==> src/rtl/afs_pkg.sv <==
package afs_pkg;

  typedef enum logic [2:0] {
    PH_SHDN,
    PH_ACQ,
    PH_CONV,
    PH_XFER,
    PH_TAIL
  } afs_phase_e;

  // Phase as a function of select and the number of falling edges seen.
  function automatic afs_phase_e phase_of(
    input logic        cs_n,
    input int unsigned edges,
    input int unsigned conv_at,
    input int unsigned lead,
    input int unsigned data_end
  );
    if (cs_n)                return PH_SHDN;
    else if (edges < conv_at)  return PH_ACQ;
    else if (edges < lead)     return PH_CONV;
    else if (edges < data_end) return PH_XFER;
    else                       return PH_TAIL;
  endfunction

  // Word bit index carried in frame slot p (slot p follows falling edge p+1),
  // or -1 when the slot carries a fill zero.
  function automatic int slot_to_bit(
    input int unsigned p,
    input int unsigned lead,
    input int unsigned word_w
  );
    int unsigned edge_no;
    edge_no = p + 1;
    if (edge_no < lead || edge_no >= lead + word_w) return -1;
    return int'(word_w - 1 - (edge_no - lead));
  endfunction

endpackage

==> src/rtl/afs_edge_counter.sv <==
module afs_edge_counter #(
  parameter int FRAME_LEN = 24,
  parameter int CNT_W     = $clog2(FRAME_LEN + 1)
) (
  input  logic             cs_n_i,
  input  logic             sclk_i,
  output logic [CNT_W-1:0] cnt_o,
  output logic             sat_o
);

  localparam logic [CNT_W-1:0] CntMax = CNT_W'(FRAME_LEN);

  logic [CNT_W-1:0] cnt_q;

  always_ff @(negedge sclk_i or posedge cs_n_i) begin
    if (cs_n_i)              cnt_q <= '0;
    else if (cnt_q != CntMax) cnt_q <= cnt_q + 1'b1;
  end

  assign cnt_o = cnt_q;
  assign sat_o = (cnt_q == CntMax);

  // select high holds the counter cleared
  a_r7_cnt_cleared: assert property (@(posedge sclk_i) cs_n_i |-> (cnt_q == '0));

  // one step per falling edge below the limit
  a_r3_cnt_step: assert property (@(negedge sclk_i) disable iff (cs_n_i)
    (cnt_q != CntMax) |=> (cnt_q == $past(cnt_q) + 1'b1));

  // saturated count holds
  a_r5_cnt_hold: assert property (@(negedge sclk_i) disable iff (cs_n_i)
    sat_o |=> (cnt_q == CntMax));

endmodule

==> src/rtl/afs_result_shadow.sv <==
module afs_result_shadow #(
  parameter int WORD_W = 16,
  parameter int LEAD   = 8,
  parameter int CNT_W  = 5
) (
  input  logic              cs_n_i,
  input  logic              sclk_i,
  input  logic [CNT_W-1:0]  cnt_i,
  input  logic [WORD_W-1:0] src_word_i,
  output logic [WORD_W-1:0] shadow_o,
  output logic              capture_o
);

  localparam logic [CNT_W-1:0] CapAt = CNT_W'(LEAD - 1);

  logic [WORD_W-1:0] shadow_q;

  // The falling edge that moves the count from LEAD-1 to LEAD ends conversion.
  assign capture_o = (cnt_i == CapAt);

  always_ff @(negedge sclk_i or posedge cs_n_i) begin
    if (cs_n_i)         shadow_q <= '0;
    else if (capture_o) shadow_q <= src_word_i;
  end

  assign shadow_o = shadow_q;

  // captured value is the source value at the capture edge
  a_r6_capture: assert property (@(negedge sclk_i) disable iff (cs_n_i)
    capture_o |=> (shadow_q == $past(src_word_i)));

  // once past the capture edge the word never changes
  a_r6_hold: assert property (@(negedge sclk_i) disable iff (cs_n_i)
    (cnt_i >= CNT_W'(LEAD)) |=> $stable(shadow_q));

endmodule

==> src/rtl/afs_phase_decode.sv <==
module afs_phase_decode
  import afs_pkg::*;
#(
  parameter int CONV_AT  = 6,
  parameter int LEAD     = 8,
  parameter int DATA_END = 24,
  parameter int CNT_W    = 5
) (
  input  logic             cs_n_i,
  input  logic             sclk_i,
  input  logic [CNT_W-1:0] cnt_i,
  output logic             shdn_o,
  output logic             acq_o,
  output logic             conv_o
);

  afs_phase_e phase;

  always_comb begin
    phase  = phase_of(cs_n_i, 32'(cnt_i), CONV_AT, LEAD, DATA_END);
    shdn_o = (phase == PH_SHDN);
    acq_o  = (phase == PH_ACQ);
    conv_o = (phase == PH_CONV);
  end

  // phases never overlap
  a_r3_phase_excl: assert property (@(posedge sclk_i) disable iff (cs_n_i)
    $onehot0({acq_o, conv_o, shdn_o}));

  // acquisition hands over to conversion on the sixth edge
  a_r3_handover: assert property (@(negedge sclk_i) disable iff (cs_n_i)
    (acq_o && cnt_i == CNT_W'(CONV_AT - 1)) |=> (conv_o && !acq_o));

  // conversion starts only at the programmed count
  a_r3_conv_start: assert property (@(posedge sclk_i) disable iff (cs_n_i)
    $rose(conv_o) |-> (cnt_i == CNT_W'(CONV_AT)));

endmodule

==> src/rtl/afs_bit_mux.sv <==
module afs_bit_mux
  import afs_pkg::*;
#(
  parameter int WORD_W    = 16,
  parameter int LEAD      = 8,
  parameter int FRAME_LEN = 24,
  parameter int CNT_W     = 5
) (
  input  logic [CNT_W-1:0]  cnt_i,
  input  logic [WORD_W-1:0] shadow_i,
  output logic              bit_o
);

  logic [FRAME_LEN-1:0] slot_bits;

  for (genvar p = 0; p < FRAME_LEN; p++) begin : g_slot
    localparam int BitIdx = slot_to_bit(p, LEAD, WORD_W);
    if (BitIdx >= 0) begin : g_data
      assign slot_bits[p] = shadow_i[BitIdx];
    end else begin : g_fill
      assign slot_bits[p] = 1'b0;
    end
  end

  always_comb begin
    if (cnt_i == '0) bit_o = 1'b0;
    else             bit_o = slot_bits[cnt_i - 1'b1];
  end

endmodule

==> src/rtl/adc_frame_serializer.sv <==
module adc_frame_serializer #(
  parameter int LEAD_ZEROS = 8,
  parameter int DATA_W     = 14,
  parameter int SUB_W      = 2,
  parameter int CONV_AT    = 6
) (
  input  logic                      cs_n_i,
  input  logic                      sclk_i,
  input  logic [DATA_W+SUB_W-1:0]   src_word_i,
  output logic                      dout_o,
  output logic                      dout_oe_o,
  output logic                      shdn_o,
  output logic                      acq_o,
  output logic                      conv_o
);

  localparam int WORD_W    = DATA_W + SUB_W;
  localparam int FRAME_LEN = LEAD_ZEROS + WORD_W;
  localparam int CNT_W     = $clog2(FRAME_LEN + 1);

  logic [CNT_W-1:0]  edge_cnt;
  logic              cnt_sat;
  logic [WORD_W-1:0] held_word;
  logic              word_capture;
  logic              frame_bit;

  afs_edge_counter #(
    .FRAME_LEN(FRAME_LEN),
    .CNT_W    (CNT_W)
  ) u_cnt (
    .cs_n_i(cs_n_i),
    .sclk_i(sclk_i),
    .cnt_o (edge_cnt),
    .sat_o (cnt_sat)
  );

  afs_result_shadow #(
    .WORD_W(WORD_W),
    .LEAD  (LEAD_ZEROS),
    .CNT_W (CNT_W)
  ) u_shadow (
    .cs_n_i    (cs_n_i),
    .sclk_i    (sclk_i),
    .cnt_i     (edge_cnt),
    .src_word_i(src_word_i),
    .shadow_o  (held_word),
    .capture_o (word_capture)
  );

  afs_phase_decode #(
    .CONV_AT (CONV_AT),
    .LEAD    (LEAD_ZEROS),
    .DATA_END(FRAME_LEN),
    .CNT_W   (CNT_W)
  ) u_phase (
    .cs_n_i(cs_n_i),
    .sclk_i(sclk_i),
    .cnt_i (edge_cnt),
    .shdn_o(shdn_o),
    .acq_o (acq_o),
    .conv_o(conv_o)
  );

  afs_bit_mux #(
    .WORD_W   (WORD_W),
    .LEAD     (LEAD_ZEROS),
    .FRAME_LEN(FRAME_LEN),
    .CNT_W    (CNT_W)
  ) u_mux (
    .cnt_i   (edge_cnt),
    .shadow_i(held_word),
    .bit_o   (frame_bit)
  );

  assign dout_oe_o = !cs_n_i;
  assign dout_o    = dout_oe_o & frame_bit;

  // leading part of the frame is driven low
  a_r4_lead_low: assert property (@(posedge sclk_i) disable iff (cs_n_i)
    (edge_cnt < CNT_W'(LEAD_ZEROS)) |-> (dout_oe_o && !dout_o));

  // trailing part of the frame is driven low
  a_r5_tail_low: assert property (@(posedge sclk_i) disable iff (cs_n_i)
    cnt_sat |-> (dout_oe_o && !dout_o));

  // capture never happens once the frame has left conversion
  a_r6_single_capture: assert property (@(posedge sclk_i) disable iff (cs_n_i)
    word_capture |-> conv_o);

endmodule

==> config.mk <==
export PLATFORM = sky130hd
export DESIGN_NAME = adc_frame_serializer
export DESIGN_NICKNAME = d
export VERILOG_FILES = /design/src/rtl/afs_pkg.sv /design/src/rtl/afs_edge_counter.sv /design/src/rtl/afs_result_shadow.sv /design/src/rtl/afs_phase_decode.sv /design/src/rtl/afs_bit_mux.sv /design/src/rtl/adc_frame_serializer.sv
export SDC_FILE = /design/constraint.sdc
export NUM_CORES = 1
export LEC_CHECK = 0
export BUFFER_PORTS_ARGS = -buffer_cell sky130_fd_sc_hd__buf_2
export CORE_MARGIN = 1
export CORE_UTILIZATION = 30
export CTS_BUF_LIST = sky130_fd_sc_hd__clkbuf_16
export DETAILED_ROUTE_END_ITERATION = 7
export GPL_TIMING_DRIVEN = 0
export SLEW_MARGIN = 20
export SYNTH_ARGS = -nofsm -noshare
export SYNTH_HDL_FRONTEND = slang
export SYNTH_SLANG_ARGS = --single-unit
==> constraint.sdc <==
create_clock -name sclk_i -period 3.3 [get_ports sclk_i]
set_input_delay 0.33 -clock sclk_i [delete_from_list [all_inputs] [get_ports sclk_i]]
set_output_delay 0.33 -clock sclk_i [all_outputs]
set_load 0.02 [all_outputs]
==> impl_metrics.yaml, run 1 <==
outcome:
  status: "complete, but fails checks"
  violations: "design-rule violations, negative setup slack"
clocking:
  cts.clk_slew.worst_paths_ns: 0.04
  cts_num_sinks: 21
  holdBufCountCts: 0
  cts_buffer_depth: 2
  numCtsBuffers: 3
  root_buffer: "clkbuf_16"
  cts_tree: "built"
  clk_latency_ns: 0.28
  htree_levels: 1
yosys:
  synth_area_leaders: "dfrtn_1, mux2_1, mux2_2"
  synth_area_um2: 1150
  synth.avg_cell_area_um2: 12.9
  yosys.area.top_type: "dfrtn_1"
  syn_inst: 89
  synthDistinctLibCells: 25
  synth_nets: 112
  seq_area_frac_synth_pct: 45.9
  synth_top_area_share_pct: 45.9
  synth.ff_latch_count: 21
  ys_warn_count: 0
critical_path:
  r2r_setup_slack_ns: 1.37
  cp.required_ns: 2.97
  arrival_ns: 3.88
  path_class: "flip-flop to primary output"
  endpoint_kind: "primary output"
  max_stage_delay_ns: 0.52
  r2r_cells: 6
  cp_top_family: "multiplexers"
  r2r-end: "u_shadow.shadow_o[15]"
  worst-path-buf-inv: 3
  cp_max_fo: 4
  worstReg2RegStart: "u_cnt.cnt_o[1]"
  start_kind: "flip-flop"
  path_cells: "clkbuf_8 > inv_6 > ha_4 > xnor2_4 > mux4_2 > mux2i_1 > o32ai_2 > buf_4"
  critPathSlowestCell: "mux4_2"
pwr:
  ir_worst_vdd_mv: 0.237
  seqPwrFrac_pct: 49.3
  power_density_nw_per_um2: 353
  swShare_pct: 19.5
  power_switching_uw: 108
  combPwrFrac_pct: 5.9
  power_leakage_nw: 0.689
  intPower_uw: 449
  pwr-share-clk_pct: 44.8
sta:
  rsz0062_at_grt: "yes"
  slew_headroom_pct: 43.6
  hold_ws_ns: 0.429
  fin_skew_ns: 0.00175
  finalMaxSlewViolations: 0
  setup_violations: 3
  tightestPinTransition_ns: 0.845
  tns_ns: -1.27
  final_hold_viol_count: 0
  setup_ws_ns: -0.911
min_path:
  hold_end: "u_shadow.shadow_o[12]"
  hold_path_class: "flip-flop to flip-flop"
  whs_path_depth: 1
  min_from: "u_shadow.shadow_o[12]"
placed_design:
  dpl.hpwl_mm: 1.54
  port_buffers: 22
  place_congestion: 0.757
floorplan:
  boundaryPins: 23
  dieArea_um2: 4070
  initial_core_util_pct: 31.3
  fp.dieW_um: 63.8
  die_y_um: 63.8
  row_count: 22
  design.core.area_um2: 3660
flow_run:
  maxCapViolations: 0
global_routing:
  grt_max_degree: 24
  antenna_found_initial: 0
  grt_pass1_vias: 835
  grt_pass1_wl_mm: 3.79
  overflow: 0
  grtUsageTotal_pct: 12.0
final_layout:
  nets: 147
  diodes: 0
  area_delta_synth_final_pct: 37.9
  drive_above_1_share_pct: 50.4
drt:
  routedWlPerCell_um: 12.6
  dr.pass1.iters: 5
  via_per_inst: 4.57
  drc: 1
  vias: 782
  postRouteAntennaNets: 0
  wirelength_mm: 2.16
  drt_iter0_markers: 8
-- per-layer routing --
layer  GRT usage (%)  part of all wire [%]  up-vias  wire, um
met5               0                     0        -         0
met4            5.11                  0.88        0        19
met3            1.96                   2.8        2        60
met2            19.5                    51       15      1100
met1            15.6                    45      388       973
li1                -                     -      377         -
-- worst max path at each step --
stage / startpoint / end / slack, ns / cells past startpoint
final: u_cnt.cnt_o[0] / dout_o / -0.91 / 8
after global routing: u_cnt.cnt_o[0] / dout_o / -1.06 / 9
after CTS: u_cnt.cnt_o[0] / dout_o / -0.95 / 9
after detailed placement: u_cnt.cnt_o[0] / dout_o / -0.80 / 9
after global placement: u_cnt.cnt_o[0] / dout_o / -0.80 / 9
after floorplan: u_cnt.cnt_o[0] / dout_o / -0.52 / 8
-- cell families after synthesis --
logic type / share of synthesized area [%]
buffers and inverters: 6.66
XOR/XNOR: 5.46
multiplexers: 24.2
AND/OR/NAND/NOR: 8.52
adder cells (fa/ha/maj): 5.46
AO/OA/AOI/OAI: 3.82
flip-flops: 45.9
-- per-stage QoR --
stage                     util, %  setup slack (ns)  instance area [um^2]  total power [mW]  cells
final                        43.2            -0.911                  1580             0.557    171
after global routing         43.2             -1.06                  1580             0.580    171
after CTS                    42.6            -0.953                  1560             0.563    171
after detailed placement     37.6            -0.797                  1380             0.312    159
after global placement       37.6            -0.800                  1380             0.310    159
after floorplan                 -            -0.520                  1200             0.295     89
-- power groups by stage --
stage	Clock, mW	Sequential, mW	Combinational (mW)
after detailed placement	0	0.279	0.0331
final	0.250	0.275	0.0328
after global placement	0	0.278	0.0319
after CTS	0.255	0.275	0.0331
after global routing	0.267	0.276	0.0369
after floorplan	0	0.277	0.0185
-- timing repair --
action,in CTS,in global routing
resized for setup,12,5
endpoints found under the setup margin,3,3
pin swaps,7,1
buffers inserted,8,0
-- state kept, by name, indices dropped and copies added (netlist names) --
register and cells:
u_shadow.shadow_o 16, u_cnt.cnt_o 5
-- cell usage after synthesis --
cell type and instances:
xnor2_1 4, a21oi_1 2, buf_6 1, nand2_1 2
xnor2_4 1, o211ai_1 1, inv_1 6, nand4_1 1
mux2_2 6, clkbuf_1 2, buf_4 1, dfrtn_1 21
nor3_4 1, o21ai_0 2, mux2_1 10, nor4b_1 2
mux2i_1 3, a21boi_0 1, nor2_1 4, o32ai_1 1
nor3_1 2, ha_1 5, mux4_2 3, nand3_1 5
clkbuf_8 2
-- cells in the final DEF (no fill, tap or decap), drive strengths merged, types with 2 or more instances in the layout --
master  synthesis  layout
nor3            3       3
a21oi           2       2
nor4b           2       2
xnor2           5       5
mux2           16      16
clkbuf          4       7
dfrtn          21      21
mux4            3       3
nand2           2       2
inv             6       7
ha              5       5
nand3           5       5
buf             2      32
mux2i           3       3
o21ai           2       2
nor2            4       4
-- worst reg2reg max path, delay by kind of cell, from the launching register on --
kind / cells / cell delay, ns
buf+inv: 2 / 0.42
flops: 1 / 0.41
simple gates: 2 / 0.42
fa+ha+maj: 1 / 0.20
mux: 1 / 0.34
-- cell type report --
class                   count  area [um^2]
clock inverters             1         3.75
repair buffers             30          178
fillers                   353         2080
inverters                   6         37.5
flip-flops and latches     21          526
well taps                  48         60.1
clock buffers               3         75.1
plain buffers               6         63.8
multi-input cells          56          637
(Power assumes the default switching activity.)
==> run 2: changes to the inputs <==
--- a/config.mk
+++ b/config.mk
@@ -11,6 +11,7 @@
 export CTS_BUF_LIST = sky130_fd_sc_hd__clkbuf_16
 export DETAILED_ROUTE_END_ITERATION = 7
 export GPL_TIMING_DRIVEN = 0
+export PLACE_DENSITY = 0.5
 export SLEW_MARGIN = 20
 export SYNTH_ARGS = -nofsm -noshare
 export SYNTH_HDL_FRONTEND = slang
==> run 2 against run 1 <==
Against the previous run: the flow finishes with violations (negative setup slack); critical path type unchanged; via count grew 2.0%; wire length is 4.3% higher; final cell count down 0.58%; worst hold slack improved by 0.0013 ns; non-clock buffer count down 1; combinational power increased by 2%; sequential share of layout area increased by 0.35 points; register-to-register slack worse by 0.07 ns; critical endpoint unchanged; setup slack worse by 0.017 ns; count of clock-buffer cells in the layout is the same.
==> impl_metrics.yaml, run 2 (synthesis gave the netlist of run 1 again) <==
critical_path:
  worstReg2RegStart: "u_cnt.cnt_o[0]"
  r2r_setup_slack_ns: 1.30
  path_cells: "inv_4 > ha_4 > mux4_2 > mux2i_1 > nor2_1 > a21oi_2 > o32ai_2 > buf_4"
  path_class: "flip-flop to primary output"
  start_kind: "flip-flop"
  r2r_cells: 6
  cp.required_ns: 2.97
  critPathSlowestCell: "dfrtn_1"
  arrival_ns: 3.90
  max_stage_delay_ns: 0.49
  endpoint_kind: "primary output"
  r2r-end: "u_shadow.shadow_o[13]"
  cp_max_fo: 3
global_routing:
  gr-max-usage-layer: "met2"
  grtUsageMet3_pct: 2.86
  met2_usage_pct: 23.1
  grt_pass1_vias: 887
  grt_pass1_wl_mm: 4.13
  antenna_found_initial: 0
  grtUsageTotal_pct: 13.3
  use_met1_pct: 16.2
  grt_max_degree: 24
  overflow: 0
floorplan:
  fp.dieW_um: 63.8
  die_y_um: 63.8
  design.core.area_um2: 3660
  boundaryPins: 23
  initial_core_util_pct: 31.3
  row_count: 22
  dieArea_um2: 4070
drt:
  drt_iter0_markers: 16
  dr.pass1.iters: 2
  postRouteAntennaNets: 0
  routedWlPerCell_um: 13.2
  drc: 0
  vias: 798
  via_per_inst: 4.69
  wirelength_mm: 2.25
clocking:
  cts.clk_slew.worst_paths_ns: 0.04
  cts_buffer_depth: 2
  cts_num_sinks: 21
  htree_levels: 1
  numCtsBuffers: 3
  clk_latency_ns: 0.28
  cts_tree: "built"
  root_buffer: "clkbuf_16"
placed_design:
  place_congestion: 0.812
  dpl_cell_area_um2: 1380
  dpl.hpwl_mm: 1.61
  port_buffers: 22
  pre_cts_ws_ns: -0.829
final_layout:
  largest_register_ffs: 16
  area_delta_synth_final_pct: 36.5
  final_cell_mix: "dfrtn_1, buf_2, buf_4, mux2_1, mux2_2"
  diodes: 0
  multiInputGateArea_um2: 634
  nets: 146
  final_common_cell: "dfrtn_1"
  fillCellCount: 367
  drive_above_1_share_pct: 50.8
  seq_area_um2: 526
  finalInstanceArea_um2: 1560
outcome:
  status: "complete, but fails checks"
  violations: "negative setup slack"
pwr:
  fin_total_pwr_uw: 565
  power_density_nw_per_um2: 361
  ir_worst_vdd_mv: 0.252
  power_leakage_nw: 0.682
min_path:
  hold_end: "u_shadow.shadow_o[0]"
  min_from: "u_shadow.shadow_o[0]"
  hold_path_class: "flip-flop to flip-flop"
  whs_path_depth: 1
sta:
  final_hold_viol_count: 0
  setup_ws_ns: -0.927
  slew_headroom_pct: 40.9
  tightestPinTransition_ns: 0.885
  finalMaxSlewViolations: 0
  setup_violations: 3
  fin_skew_ns: 0.00105
  rsz0062_at_grt: "yes"
flow_run:
  maxCapViolations: 0
run 2: layout make-up:
type,instances,area share [%]
tap,48,3.84
inverter,6,2.24
clock inverter,1,0.320
multi-input combinational,56,40.6
sequential,21,33.6
timing repair buffer,30,11.4
buffer,5,3.28
clock buffer,3,4.80
run 2: how the worst max path moves through the flow:
stage	startpoint	end	slack, ns	depth (start not counted)
finish	u_cnt.cnt_o[0]	dout_o	-0.93	8
global route	u_cnt.cnt_o[0]	dout_o	-1.00	8
CTS	u_cnt.cnt_o[0]	dout_o	-0.95	9
detailed placement	u_cnt.cnt_o[0]	dout_o	-0.83	9
global placement	u_cnt.cnt_o[0]	dout_o	-0.82	9
floorplan	u_cnt.cnt_o[0]	dout_o	-0.52	8
run 2: stage by stage:
stage                     hold slack (ns)  TNS (ns)  util (%)  std cells
final                               0.430     -1.36      42.7        170
after global placement              0.425    -0.842      37.6        159
after CTS                           0.435     -1.48      41.8        170
after global routing                0.446     -1.62      42.7        170
after detailed placement            0.428    -0.864      37.6        159
after floorplan                     0.410    -0.520         -         89
run 2: critical path, delay by kind of cell, from the launching register on:
family	cells	cell delay, ns
DFF	1	0.49
muxes	2	0.64
buffers and inverters	2	0.21
and+or+nand+nor	1	0.08
AOI/OAI and AO/OA	2	0.27
adders and majority gates	1	0.27
run 2: what timing repair did:
item	CTS	global route
setup endpoints to repair	3	3
hold buffers	0	0
endpoints found under the hold margin	0	0
resized for setup	7	9
buffers inserted	7	1
pin swaps	3	3
run 2: where the power goes:
| group | switching, mW | total [mW] | internal, mW |
|---|---|---|---|
| registers | 0.00464 | 0.274 | 0.270 |
| clock network | 0.0948 | 0.258 | 0.163 |
| logic | 0.0154 | 0.0334 | 0.0180 |
run 2: metal layers:
| metal | vias up | part of all wire, % |
|---|---|---|
| met3 | 4 | 2.7 |
| met4 | 0 | 1.9 |
| met2 | 14 | 53 |
| met5 | - | 0 |
| li1 | 380 | - |
| met1 | 400 | 43 |
==> run 3: changes to the inputs <==
--- a/config.mk
+++ b/config.mk
@@ -6,12 +6,15 @@
 export NUM_CORES = 1
 export LEC_CHECK = 0
 export BUFFER_PORTS_ARGS = -buffer_cell sky130_fd_sc_hd__buf_2
+export CAP_MARGIN = 40
+export CELL_PAD_IN_SITES_DETAIL_PLACEMENT = 1
+export CELL_PAD_IN_SITES_GLOBAL_PLACEMENT = 2
 export CORE_MARGIN = 1
 export CORE_UTILIZATION = 30
 export CTS_BUF_LIST = sky130_fd_sc_hd__clkbuf_16
 export DETAILED_ROUTE_END_ITERATION = 7
 export GPL_TIMING_DRIVEN = 0
-export PLACE_DENSITY = 0.5
+export PLACE_DENSITY = 0.68
 export SLEW_MARGIN = 20
 export SYNTH_ARGS = -nofsm -noshare
 export SYNTH_HDL_FRONTEND = slang
==> run 3 against run 2 <==
Against the previous run: the run still ends with negative setup slack left; count of clock-buffer cells in the layout unchanged; design area increased by 3.1%; worst hold slack got worse by 0.0056 ns; global-route usage increased by 1.1 points; die area unchanged; setup slack got worse by 0.066 ns; combinational power increased by 6.3%; wire length increased by 13%; final cell count increased by 2.4%; register-to-register slack got worse by 0.03 ns; flip-flop and latch count unchanged; via count increased by 0.63%; critical endpoint unchanged; largest cell class unchanged.
==> impl_metrics.yaml, run 3 (synthesis gave the netlist of run 1 again) <==
flow_run:
  maxCapViolations: 0
sta:
  final_hold_viol_count: 0
  tns_ns: -1.37
  tightestPinTransition_ns: 0.468
  setup_violations: 3
  finalMaxSlewViolations: 0
  slew_headroom_pct: 68.8
  rsz0062_at_grt: "yes"
  setup_ws_ns: -0.993
  fin_skew_ns: 0.00106
  hold_ws_ns: 0.425
final_layout:
  largest_register_ffs: 16
  diodes: 0
  finalInstanceArea_um2: 1610
  final_cells: 174
  nets: 150
  final_common_cell: "dfrtn_1"
  drive_above_1_share_pct: 51.6
  area_delta_synth_final_pct: 40.7
  utilization_pct: 44.1
  final_cell_mix: "dfrtn_1, buf_2, buf_4, mux2_1, mux2_2"
placed_design:
  dpl_cell_area_um2: 1390
  dpl.cell_count: 160
  port_buffers: 22
  dpl.hpwl_mm: 1.77
  place_congestion: 0.728
drt:
  via_per_inst: 4.61
  routedWlPerCell_um: 14.6
  vias: 803
  drc: 0
  dr.pass1.iters: 3
  postRouteAntennaNets: 0
  wirelength_mm: 2.55
  drt_iter0_markers: 5
clocking:
  cts.clk_slew.worst_paths_ns: 0.04
  cts_buffer_depth: 2
  root_buffer: "clkbuf_16"
  cts_num_sinks: 21
  holdBufCountCts: 0
  clk_latency_ns: 0.28
  htree_levels: 1
  cts_tree: "built"
  numCtsBuffers: 3
floorplan:
  initial_core_util_pct: 31.3
  die_y_um: 63.8
  fp.dieW_um: 63.8
  dieArea_um2: 4070
  row_count: 22
  design.core.area_um2: 3660
  boundaryPins: 23
min_path:
  hold_end: "u_shadow.shadow_o[2]"
  min_from: "u_shadow.shadow_o[2]"
  whs_path_depth: 1
  hold_path_class: "flip-flop to flip-flop"
critical_path:
  cp.required_ns: 2.97
  r2r-end: "u_shadow.shadow_o[13]"
  worstReg2RegStart: "u_cnt.cnt_o[0]"
  arrival_ns: 3.96
  r2r_setup_slack_ns: 1.27
  endpoint_kind: "primary output"
  start_kind: "flip-flop"
  cp_max_fo: 4
  r2r_cells: 7
  path_class: "flip-flop to primary output"
global_routing:
  grtUsageTotal_pct: 14.4
  grt_max_degree: 14
  grt_pass1_wl_mm: 4.44
  overflow: 0
  antenna_found_initial: 0
  grt_pass1_vias: 912
outcome:
  status: "complete, but fails checks"
  violations: "negative setup slack"
pwr:
  power_leakage_nw: 0.705
  ir_worst_vdd_mv: 0.248
  power_density_nw_per_um2: 353
-- run 3: per-layer routing --
metal	part of all wire, %	vias up	GRT usage, %
li1	-	389	-
met1	41	398	16.9
met4	1.3	0	4.26
met2	54	13	25.4
met3	3.8	3	3.75
met5	0	-	0
-- run 3: worst max path at each step --
stage,cells past startpoint,endpoint,startpoint
final,9,dout_o,u_cnt.cnt_o[0]
after CTS,9,dout_o,u_cnt.cnt_o[0]
after global routing,9,dout_o,u_cnt.cnt_o[0]
after detailed placement,9,dout_o,u_cnt.cnt_o[0]
after floorplan,8,dout_o,u_cnt.cnt_o[0]
after global placement,9,dout_o,u_cnt.cnt_o[0]
-- run 3: power by group --
| part | switching [mW] | total, mW | leakage, nW | internal [mW] |
|---|---|---|---|---|
| clock | 0.0964 | 0.259 | 0.0409 | 0.163 |
| sequential | 0.00485 | 0.275 | 0.246 | 0.270 |
| combinational | 0.0159 | 0.0355 | 0.418 | 0.0196 |
| total | 0.117 | 0.569 | 0.705 | 0.452 |
-- run 3: worst max-delay path, stage by stage, from the launching register on --
cell,delay (ns)
dfrtn_1,0.43
clkbuf_8,0.15
inv_6,0.04
ha_4,0.26
mux4_2,0.50
mux2i_2,0.19
nor2_1,0.06
a21oi_1,0.15
o32ai_2,0.09
buf_4,0.16
-- run 3: repair_timing --
action | CTS | global route
endpoints found under the setup margin | 3 | 3
pin swaps | 7 | 2
resized for setup | 9 | 7
buffers inserted | 8 | 3
-- run 3: cell type report --
| cell class | instances | area (um^2) |
|---|---|---|
| Fill cell | 375 | 2050 |
| Multi-Input combinational cell | 56 | 638 |
| Sequential cell | 21 | 526 |
| Timing Repair Buffer | 33 | 208 |
| Clock buffer | 3 | 75.1 |
| Buffer | 6 | 63.8 |
| Tap cell | 48 | 60.1 |
| Inverter | 6 | 37.5 |
| Clock inverter | 1 | 5.00 |
-- run 3: metrics by stage --
stage	power, mW	setup slack, ns
global placement	0.311	-0.824
finish	0.569	-0.993
detailed placement	0.314	-0.816
CTS	0.577	-0.982
floorplan	0.295	-0.520
global route	0.592	-1.09
